--- src/rtl/port_pkg.sv ---
package port_pkg;
  typedef enum logic [1:0] {
    PH_ADDR    = 2'd0,
    PH_WDATA   = 2'd1,
    PH_READ    = 2'd2,
    PH_RSTROBE = 2'd3
  } bus_phase_e;

  localparam logic [1:0] RA_VALUE = 2'd0;
  localparam logic [1:0] RA_DIR   = 2'd1;
  localparam logic [1:0] RA_CTRL  = 2'd2;
  localparam logic [1:0] RA_PINS  = 2'd3;
endpackage

--- src/rtl/port_sync.sv ---
module port_sync #(
  parameter int WIDTH  = 8,
  parameter int STAGES = 2
) (
  input  logic             clk,
  input  logic             rst,
  input  logic [WIDTH-1:0] din,
  output logic [WIDTH-1:0] dout
);
  logic [WIDTH-1:0] stg [STAGES];

  always_ff @(posedge clk) begin
    if (rst) stg[0] <= '0;
    else     stg[0] <= din;
  end

  for (genvar s = 1; s < STAGES; s++) begin : g_stage
    always_ff @(posedge clk) begin
      if (rst) stg[s] <= '0;
      else     stg[s] <= stg[s-1];
    end
  end

  assign dout = stg[STAGES-1];
endmodule

--- src/rtl/port_regs.sv ---
module port_regs
  import port_pkg::*;
#(
  parameter int WIDTH = 8
) (
  input  logic             clk,
  input  logic             rst,
  input  logic             lock,
  input  logic             wr_en,
  input  logic [1:0]       addr,
  input  logic [WIDTH-1:0] wdata,
  input  logic [WIDTH-1:0] pins_sync,
  output logic [WIDTH-1:0] value_q,
  output logic [WIDTH-1:0] dir_q,
  output logic             od_q,
  output logic [WIDTH-1:0] rdata
);
  logic wr_ok;
  assign wr_ok = wr_en && !lock;

  always_ff @(posedge clk) begin
    if (rst) begin
      value_q <= '1;
      dir_q   <= '0;
      od_q    <= 1'b0;
    end else if (wr_ok) begin
      case (addr)
        RA_VALUE: value_q <= wdata;
        RA_DIR:   dir_q   <= wdata;
        RA_CTRL:  od_q    <= wdata[0];
        default:  ;
      endcase
    end
  end

  always_comb begin
    case (addr)
      RA_VALUE: rdata = value_q;
      RA_DIR:   rdata = dir_q;
      RA_CTRL:  rdata = {{(WIDTH-1){1'b0}}, od_q};
      default:  rdata = pins_sync;
    endcase
  end

  // strap blocks every register update
  assert_strap_lock_R8: assert property (@(posedge clk) disable iff (rst)
    (lock && wr_en) |=> ($stable(value_q) && $stable(dir_q) && $stable(od_q)));
endmodule

--- src/rtl/port_pad_mux.sv ---
module port_pad_mux
  import port_pkg::*;
#(
  parameter int WIDTH = 8
) (
  input  logic             clk,
  input  logic             rst,
  input  logic             bus_req,
  input  logic             lock,
  input  bus_phase_e       phase,
  input  logic [WIDTH-1:0] bus_out,
  input  logic [WIDTH-1:0] value,
  input  logic [WIDTH-1:0] dir,
  input  logic             od,
  output logic [WIDTH-1:0] pad_out,
  output logic [WIDTH-1:0] pad_oe
);
  logic bus_drive;
  assign bus_drive = (phase == PH_ADDR) || (phase == PH_WDATA);

  for (genvar p = 0; p < WIDTH; p++) begin : g_pin
    logic nxt_out, nxt_oe;
    always_comb begin
      nxt_out = 1'b0;
      nxt_oe  = 1'b0;
      if (bus_req) begin
        if (bus_drive) begin
          nxt_out = bus_out[p];
          nxt_oe  = 1'b1;
        end
      end else if (!lock && dir[p]) begin
        if (od) begin
          nxt_oe = !value[p];
        end else begin
          nxt_out = value[p];
          nxt_oe  = 1'b1;
        end
      end
    end

    always_ff @(posedge clk) begin
      if (rst) begin
        pad_out[p] <= 1'b0;
        pad_oe[p]  <= 1'b0;
      end else begin
        pad_out[p] <= nxt_out;
        pad_oe[p]  <= nxt_oe;
      end
    end
  end

  // bus drive phases own all pins push-pull
  assert_bus_drive_R2: assert property (@(posedge clk) disable iff (rst)
    (bus_req && bus_drive) |=> (pad_oe == '1 && pad_out == $past(bus_out)));
  // read phases release the pins
  assert_read_release_R3: assert property (@(posedge clk) disable iff (rst)
    (bus_req && !bus_drive) |=> (pad_oe == '0));
  // open-drain never drives a high level
  assert_od_no_high_R6: assert property (@(posedge clk) disable iff (rst)
    (!bus_req && !lock && od) |=> ((pad_out & pad_oe) == '0));
  // strap idle leaves pins released
  assert_strap_idle_R8: assert property (@(posedge clk) disable iff (rst)
    (lock && !bus_req) |=> (pad_oe == '0));
endmodule

--- src/rtl/shared_ad_port.sv ---
module shared_ad_port
  import port_pkg::*;
#(
  parameter int WIDTH       = 8,
  parameter int SYNC_STAGES = 2
) (
  input  logic             clk,
  input  logic             rst,
  input  logic             bus_only_i,
  input  logic             bus_req_i,
  input  logic [1:0]       bus_phase_i,
  input  logic [WIDTH-1:0] bus_out_i,
  output logic [WIDTH-1:0] bus_rdata_o,
  input  logic             reg_wr_i,
  input  logic [1:0]       reg_addr_i,
  input  logic [WIDTH-1:0] reg_wdata_i,
  output logic [WIDTH-1:0] reg_rdata_o,
  input  logic [WIDTH-1:0] pad_in_i,
  output logic [WIDTH-1:0] pad_out_o,
  output logic [WIDTH-1:0] pad_oe_o
);
  bus_phase_e       phase;
  logic [WIDTH-1:0] pins_sync, value_q, dir_q;
  logic             od_q;
  logic             strobe;

  assign phase  = bus_phase_e'(bus_phase_i);
  assign strobe = bus_req_i && (phase == PH_RSTROBE);

  port_sync #(.WIDTH(WIDTH), .STAGES(SYNC_STAGES)) u_sync (
    .clk(clk), .rst(rst), .din(pad_in_i), .dout(pins_sync)
  );

  port_regs #(.WIDTH(WIDTH)) u_regs (
    .clk(clk), .rst(rst), .lock(bus_only_i), .wr_en(reg_wr_i),
    .addr(reg_addr_i), .wdata(reg_wdata_i), .pins_sync(pins_sync),
    .value_q(value_q), .dir_q(dir_q), .od_q(od_q), .rdata(reg_rdata_o)
  );

  port_pad_mux #(.WIDTH(WIDTH)) u_mux (
    .clk(clk), .rst(rst), .bus_req(bus_req_i), .lock(bus_only_i),
    .phase(phase), .bus_out(bus_out_i), .value(value_q), .dir(dir_q),
    .od(od_q), .pad_out(pad_out_o), .pad_oe(pad_oe_o)
  );

  always_ff @(posedge clk) begin
    if (rst)         bus_rdata_o <= '0;
    else if (strobe) bus_rdata_o <= pad_in_i;
  end

  // capture on strobe, hold otherwise
  assert_capture_R4: assert property (@(posedge clk) disable iff (rst)
    strobe |=> (bus_rdata_o == $past(pad_in_i)));
  assert_hold_R4: assert property (@(posedge clk) disable iff (rst)
    !strobe |=> $stable(bus_rdata_o));
  // bus cycles leave the registers untouched
  assert_bus_keeps_regs_R7: assert property (@(posedge clk) disable iff (rst)
    (bus_req_i && !reg_wr_i) |=> ($stable(value_q) && $stable(dir_q) && $stable(od_q)));
endmodule

--- config.mk ---
export PLATFORM = sky130hd
export DESIGN_NAME = shared_ad_port
export DESIGN_NICKNAME = d
export VERILOG_FILES = /design/src/rtl/port_pkg.sv /design/src/rtl/port_sync.sv /design/src/rtl/port_regs.sv /design/src/rtl/port_pad_mux.sv /design/src/rtl/shared_ad_port.sv
export SDC_FILE = /design/constraint.sdc
export NUM_CORES = 1
export LEC_CHECK = 0
export ABC_AREA = 1
export BUFFER_PORTS_ARGS = -buffer_cell sky130_fd_sc_hd__buf_2
export CAP_MARGIN = 20
export CORE_MARGIN = 1.5
export CORE_UTILIZATION = 35
export DETAILED_ROUTE_END_ITERATION = 10
export SLEW_MARGIN = 20
export SYNTH_ARGS = -nofsm -noshare
export SYNTH_HDL_FRONTEND = slang
export SYNTH_HIERARCHICAL = 1
export SYNTH_SLANG_ARGS = --single-unit
export TNS_END_PERCENT = 5
--- constraint.sdc ---
create_clock -name clk -period 2.6 [get_ports clk]
set_input_delay 0.39 -clock clk [delete_from_list [all_inputs] [get_ports clk]]
set_output_delay 0.39 -clock clk [all_outputs]
set_load 0.01 [all_outputs]
; ---- After elaboration in Yosys (flattened, before gate mapping)
; Memories as Yosys holds them, arrays and structs flattened.
; Cells that the tools add are included.
[classes]
eq_ne = 4
muxes = 63
n_bitwise = 2
reduce_logical = 25
[op_table]
columns = operator, n
row1 = two-way mux 1 bit, 60
row2 = case mux 8 bit (3 select lines), 1
row3 = two-way mux 8 bit, 2
row4 = logical AND 1 bit, 10
row5 = zero test 1 bit, 9
row6 = AND reduction 2 bit, 3
row7 = == test 2 x 1 -> 1 bit (second input constant), 2
row8 = == test 2 bit (second input constant), 2
row9 = zero test 2 bit, 2
row10 = bitwise OR 1 bit, 2
row11 = logical OR 1 bit, 1
[totals]
reg_bits = 41
ram_bits = 16
inputBits = 33
output_inout_bits = 32
wordCells = 115
memories = 1
[mem_list]
columns = name, words, word_bits, rd, rd_clocked_by_memory_dff, write_ports, line_no
row1 = u_sync.stg, 2, 8, 2, 0, 2, port_sync.sv:10  ; logic [WIDTH-1:0] stg [STAGES];

; ---- Depth between registers and ports, before layout
; Gate-level depths: netlist (run 1).
[depth]
depth_word = 4
ltp_mapped = 6
mapped_depth_nobuf = 5

; ---- Modules after synthesis
; The synthesis (run 1) kept the hierarchy.
[modules_own_cells]
columns = module, instances, cells_per_inst, area_per_inst_um2, seq_area_each_um2
row1 = port_regs, 1, 138, 880.8, 340.3
row2 = port_pad_mux, 1, 88, 714.4, 320.3
row3 = port_sync, 1, 50, 474.2, 320.3
row4 = shared_ad_port, 1, 51, 347.8, 160.2

; ---- Least setup slack after synthesis (run 1)
; OpenSTA, ideal clock, no wires.
[synth_path]
path_type = input-to-output
start = input port reg_addr_i[0]
end = output port reg_rdata_o[0]
t_arrival_ns = 0.833
required_time_ns = 2.210
setup_slack_ns = 1.377
path_stages = 5
n_path_buf = 1
path_cell_list = inv_2 nor2_4 buf_6 nand2_1 nand4_1
[synth_between]
elab_chain_cells = 2
elab_cells_between_ends = 4
classes_between = 2 x eq/ne / 1 x mux / 1 x reduce/logical
[synth_lines]
columns = element, line_no
row1 = from (decl), shared_ad_port.sv:15  ; input logic [1:0] reg_addr_i,
row2 = == test 2 bit (tied with other cells), port_regs.sv:37  ; case (addr)
row3 = case mux 8 bit (3 select lines) (*), port_regs.sv:37
row4 = to (decl), shared_ad_port.sv:17  ; output logic [WIDTH-1:0] reg_rdata_o,
; Every way passes the cells marked *; elsewhere a longest branch is shown, timed or not.

; ---- Final worst setup path (run 1)
[layout_path]
start = input port reg_addr_i[0]
end = output port reg_rdata_o[4]
; Same word-level chain as after synthesis.

==> summary.md, run 1 <==
| Metric | Value |
|---|---|
| Status | finished, final reports clean |
| Fin cells | about 480 |
| Tcrit/Tclk final | a little under two thirds |
| Hold Buf Count CTS | 0 |
| GR Overflow Total | 0 |
| Core ar. | roughly 0.0067 mm2 |
| Maximum clock rate | 606.0 MHz |
| Pre-antenna DRT Iters | 4 |
| Cell depth of the worst flop-to-flop path | 3 |
| Max-slew violation count | 0 |
| GPL Wtd Cong | 0.8414 |
| RR Startpoint | u_regs/od_q |
| Hold path cells | 3 |
| Post-DP Area | approximately 0.0028 mm2 |
| First-pass GRT wire length | ~8400 um |
| Distinct cells, synth | 20 |
| Combinational share of power | ~11% |
| CTS buffer count | 9 |
| Clock slew at reported path FFs | around 60 ps |
| Share of cells above drive strength 1 | a little over a quarter |
| Switching power | between 0.4 and 0.5 mW |
| Clk buf depth | 2 |
| Measured slew at the worst slew-check pin | between 400 and 500 ps |
| Fin Setup TNS | 0 ps |
| Final Core Density | a little over two fifths |
| Clock skew | just over 4 ps |
| Worst Hold Launch | pad_in_i[1] |
| Crit path DAT | between 1000 and 1500 ps |
| PD cells | just over 600 mW/mm2 |
| Starting density of the core | around 36% |
| Cells after Synth | 327 |
| Die Area | between 0.007 and 0.008 mm2 |
| Gr usage total | 14.93% |
| Final Power | ~1.8 mW |
| DR vias/cell | about 4.3 |
| Share of the synthesized area in the top cell type | a little under half |
| Final WL | 5202 um |
| Synth area leaders | dfxtp_1, nand2_1, nor2_1 |
| Via count | roughly 2100 |
| Mapped Nets | 360 |
| Warnings, synthesis | 6 |
| Die width | between 80 and 90 um |
| Num ports | 65 |
| DR DRC count | 0 |
| Post-layout min period | approximately 1700 ps |
| Post-synth top area cell | dfxtp_1 |
| Internal Power | between 1 and 1.5 mW |
| Number of global-route vias before repair | around 1900 |
| FF-to-FF End | u_mux/pad_out[4] |
| RSZ-0062 raised after global routing | no |
| Synth Register Bits | 57 |
| Switching share of power | roughly 25% |
| Min-Delay Endpoint | u_sync/stg[0][1] |
| Clk_lat worst skew | about 320 ps |
| ANT nets after route | 0 |
| Worst setup path start | reg_addr_i[0] |
| Initial antenna violation count | 0 |
| Most frequent cell after synthesis | nand2_1 |
| Post_cts resized | 0 |
| CP endpoint kind | primary output |
| EDFF count, synth | 0 |
| Final Setup Violations | 0 |
| CP Launch Type | primary input |
| Reg-to-reg slack, setup | approximately 1400 ps |
| Antenna fix cells | 0 |
| # clock sinks | 57 |
| Critical Path Fanout Max | 16 |
| Synthesized area | 0.002417 mm2 |
| IR drop worst, VDD | around 380 uV |
| Input/output buffers | 64 |
| Die height | roughly 86 um |
| CTS tree | done |
| Largest net degree at the start of global routing | 34 |
| Final hold viol count | 0 |
| Critical Path RT | about 2200 ps |
| DRT iter0 DRCs | 58 |
| Max-cap violation count | 0 |
| Root buf cell | clkbuf_8 |
| Primary FF master, synth | dfxtp_1 |
| Headroom to the max-slew limit | between 60% and 70% |
| Synthesized area per cell | 7.392 um2 |
| DP HPWL | 3852 um |
| Seq pwr share | approximately half |
| H-tree level count | 3 |
| Hold crit path type | in -> reg |
| Final instance area | 0.002913 mm2 |
| P&R area growth vs syn | 20.50% |
| Seq/Total Area, Yosys | a little under half |
| Share of power burned in the clock network | 37.1% |
| Row count | 30 |
| WL/cell | roughly 11 um |
| Async set or reset register ratio after synthesis | 0% |
| Total Nets Final | 427 |
| Crit Path Class | in -> out |
| Synth top cells by count | nand2_1, dfxtp_1, nor2_1 |
| Post-placement cell count | 463 |
| Lkg Pwr | between 1 and 1.5 nW |
| Setup Fix Bufs, Post-CTS | 0 |
[how the worst max path moves through the flow]
stage | end
global placement | reg_rdata_o[5]
global route | reg_rdata_o[0]
detailed placement | reg_rdata_o[4]
CTS | reg_rdata_o[4]
floorplan | reg_rdata_o[0]
finish | reg_rdata_o[4]
[final cells by class]
cell class / count / area [um2]
inverters: 50 / 192.7
repair buffers: 66 / 335.3
fillers: 703 / 3806
clock buffers: 15 / 156.4
flip-flops and latches: 57 / 1141
multi-input cells: 210 / 987.2
well taps: 80 / 100.1
[sequential cells by signal, indices dropped and copies added (netlist names)]
signal / count
u_sync/stg: 16
bus_rdata_o: 8
u_mux/pad_oe: 8
u_mux/pad_out: 8
u_regs/dir_q: 8
u_regs/value_q: 8
u_regs/od_q: 1
[critical path, stage by stage]
cell     delay, ps
buf_2          150
inv_2           60
nor2_4         320
nand2_1        120
nand3_1         90
buf_2          130
[cells by family (layout without fill, tap and decap cells)]
group                  after synthesis  count (layout)  share of synthesized area, %
AO/OA/AOI/OAI                       17              17                         4.762
AND/OR/NAND/NOR                    193             193                         36.08
buffers and inverters               60             131                         11.96
flip-flops                          57              57                         47.20
[power by group through the flow]
stage | clock network [mW] | registers, mW | logic [mW]
final | 0.666 | 0.928 | 0.201
after detailed placement | 0 | 0.946 | 0.204
after CTS | 0.694 | 0.928 | 0.205
after global routing | 0.741 | 0.932 | 0.227
after floorplan | 0 | 0.951 | 0.124
after global placement | 0 | 0.946 | 0.202
[per-stage QoR]
stage                     hold WS [ps]  worst slack (ps)
final                            280.3             949.9
after floorplan                  388.3              1377
after detailed placement         394.9             952.5
after global placement           393.0             988.1
after global routing             264.9             885.4
after CTS                        263.1             950.4
[routing by layer]
metal  GRT usage, %  wire [um]
met5              0          0
met1          16.66       2341
met4          6.158         48
met2          25.05       2421
met3          6.352        391
[layout by cell type, fill, tap and decap left out, types with 8 or more instances in the layout]
cell type  instances
a21oi_1            9
a21oi_2            8
buf_2             64
clkbuf_8          10
dfxtp_1           57
inv_1             46
nand2_1           76
nand2_2           10
nand3_1           40
nor2_1            56
Note: power is estimated with default switching activity, not from simulation.
==> run 2: changes to the inputs <==
clock period = 1.5 ns   (was 2.6 ns; I/O delays follow)
==> summary.md, run 2 (synthesis results as in run 1) <==
| Metric | Value |
|---|---|
| Status | finished, final reports clean (unchanged) |
| Clock slew at reported path FFs | 70 ps (was 60 ps) |
| Final WL | 5374 um (was 5202 um) |
| Starting density of the core | 35.98% (unchanged) |
| Biggest register | u_sync/stg (unchanged) |
| DR vias/cell | 4.465 (was 4.341) |
| PD cells | 1132 mW/mm2 (was 616.3 mW/mm2) |
| Lkg Pwr | 1.467 nW (was 1.442 nW) |
| Final hold viol count | 0 (unchanged) |
| DP HPWL | 3962 um (was 3852 um) |
| Max FFs per register | 16 (unchanged) |
| Max-slew violation count | 0 (unchanged) |
| Critical Path RT | 1270 ps (was 2210 ps) |
| Largest net degree at the start of global routing | 30 (was 34) |
| Crit path DAT | 1120 ps (was 1260 ps) |
| RSZ-0062 raised after global routing | no (unchanged) |
| DRT iter0 DRCs | 112 (was 58) |
| Crit Path Class | reg -> out (was in -> out) |
| Die height | 86.11 um (unchanged) |
| Headroom to the max-slew limit | 67.03% (was 68.43%) |
| Clock skew | 7.823 ps (was 4.154 ps) |
| Num ports | 65 (unchanged) |
| CP Launch Type | flop (was primary input) |
| Post-DP Area | 0.002764 mm2 (was 0.002756 mm2) |
| Critical Path Fanout Max | 6 (was 16) |
| Dpl ws | 186.9 ps (was 952.5 ps) |
| IR drop worst, VDD | 533.1 uV (was 376.0 uV) |
| Share of cells above drive strength 1 | 27.75% (was 26.88%) |
| Clk buf depth | 2 (unchanged) |
| Max-cap violation count | 0 (unchanged) |
| Critical-path cell list | nand2_1 > nand4_1 > buf_2 (was buf_2 > inv_2 > nor2_4 > nand2_1 > nand3_1 > buf_2) |
| GPL Wtd Cong | 0.8219 (was 0.8414) |
| Crit path largest cell delay | 480 ps (was 320 ps) |
| H-tree level count | 3 (unchanged) |
| Critical-path top delay cell | dfxtp_1 (was nor2_4) |
| Fill cells | 735 (was 703) |
| Measured slew at the worst slew-check pin | 491.5 ps (was 470.7 ps) |
| Most frequent cells in the layout | nand2_1, buf_2, dfxtp_1, nor2_1, inv_1 (unchanged) |
| Clk_lat worst skew | 340 ps (was 320 ps) |
| CP endpoint kind | primary output (unchanged) |
| CTS tree | done (unchanged) |
| # clock sinks | 57 (unchanged) |
| GRT met2 Usage | 26.49% (was 25.05%) |
| Die width | 86.11 um (unchanged) |
| Input/output buffers | 64 (unchanged) |
| Via count | 2143 (was 2075) |
| Root buf cell | clkbuf_8 (unchanged) |
| Post-layout min period | 1347 ps |
| Hold crit path type | in -> reg (unchanged) |
| Met1 usage | 17.65% (was 16.66%) |
| Gr usage total | 15.72% (was 14.93%) |
| Row count | 30 (unchanged) |
| Final Setup Violations | 0 (unchanged) |
| Busiest layer in global routing | met2 (unchanged) |
| DR DRC count | 0 (unchanged) |
| Worst setup slack after layout | 152.7 ps (was 949.9 ps) |
| Most common cell after layout, fill and taps aside | nand2_1 (unchanged) |
| Post_cts resized | 0 (unchanged) |
| Initial antenna violation count | 0 (unchanged) |
| GR Overflow Total | 0 (unchanged) |
| Pre-antenna DRT Iters | 4 (unchanged) |
| First-pass GRT wire length | 8838 um (was 8390 um) |
| Maximum clock rate | about 740 MHz |
| Buf/Inv on CP | 1 (was 3) |
| Antenna fix cells | 0 (unchanged) |
| Hold WS | 99.91 ps (was 280.3 ps) |
| Tcrit/Tclk final | 89.82% |
| CP top delay family | flip-flops (was simple AND/OR/NAND/NOR gates) |
| Hold Buf Count CTS | 0 (unchanged) |
| Fin Setup TNS | 0 ps (unchanged) |
| Met3 global-route usage | 5.871% (was 6.352%) |
| Total Nets Final | 428 (was 427) |
| Setup Fix Bufs, Post-CTS | 0 (unchanged) |
| P&R area growth vs syn | 22.15% (was 20.50%) |
| Final instance area | 0.002953 mm2 (was 0.002913 mm2) |
| WL/cell | 11.20 um (was 10.88 um) |
| Core ar. | 0.006719 mm2 (unchanged) |
| ANT nets after route | 0 (unchanged) |
| CTS buffer count | 9 (unchanged) |
| Number of global-route vias before repair | 1932 (was 1866) |
| Die Area | 0.007414 mm2 (unchanged) |
[run 2: changes by cell type in the layout (fill, tap and decap cells not counted), sizes merged]
cell	change
buf	+1
bufinv	+1
clkbuf	-2
clkinv	+2
[run 2: final timing paths]
kind,startpoint,to,slack [ps],cells past startpoint
setup reg to reg,u_regs/od_q,u_mux/pad_out[4],450,3
hold / removal,reg_wdata_i[4],u_regs/value_q[4],100,3
hold reg to reg,u_sync/stg[0][1],u_sync/stg[1][1],400,2
setup / recovery,u_regs/od_q,reg_rdata_o[0],150,3
[run 2: final cells by class]
class                   instances  area (um2)  area share, %
multi-input cells             210       987.2          33.43
flip-flops and latches         57        1141          38.64
clock buffers                  13       148.9          5.042
repair buffers                 67       342.8          11.61
inverters                      50       192.7          6.525
clock inverters                 3       40.04          1.356
well taps                      80       100.1          3.390
[run 2: routing by layer]
metal	wire length (um)	share of wire, %
met2	2593	48
met3	356	6.6
met4	126	2.3
met1	2298	43
met5	0	0
[run 2: metrics by stage]
step                utilization, %  power, mW  std cells
global placement             41.14      1.992        464
detailed placement           41.14      1.997        464
CTS                          43.95      3.384        480
floorplan                        -      1.864        327
finish                       43.95      3.342        480
global route                 43.95      3.506        480
[run 2: report_power, final]
| part | leakage (nW) | switching (mW) | internal [mW] | total, mW |
|---|---|---|---|---|
| Combinational | 0.902 | 0.219 | 0.133 | 0.352 |
| Sequential | 0.467 | 0.0294 | 1.58 | 1.61 |
| Clock | 0.0974 | 0.574 | 0.808 | 1.38 |
| Total | 1.47 | 0.823 | 2.52 | 3.34 |
[run 2: worst reg2reg max path, stage by stage (launching register included)]
cell     delay [ps]
dfxtp_1         390
nor2_2          300
nand3_1         160
a21oi_1         130
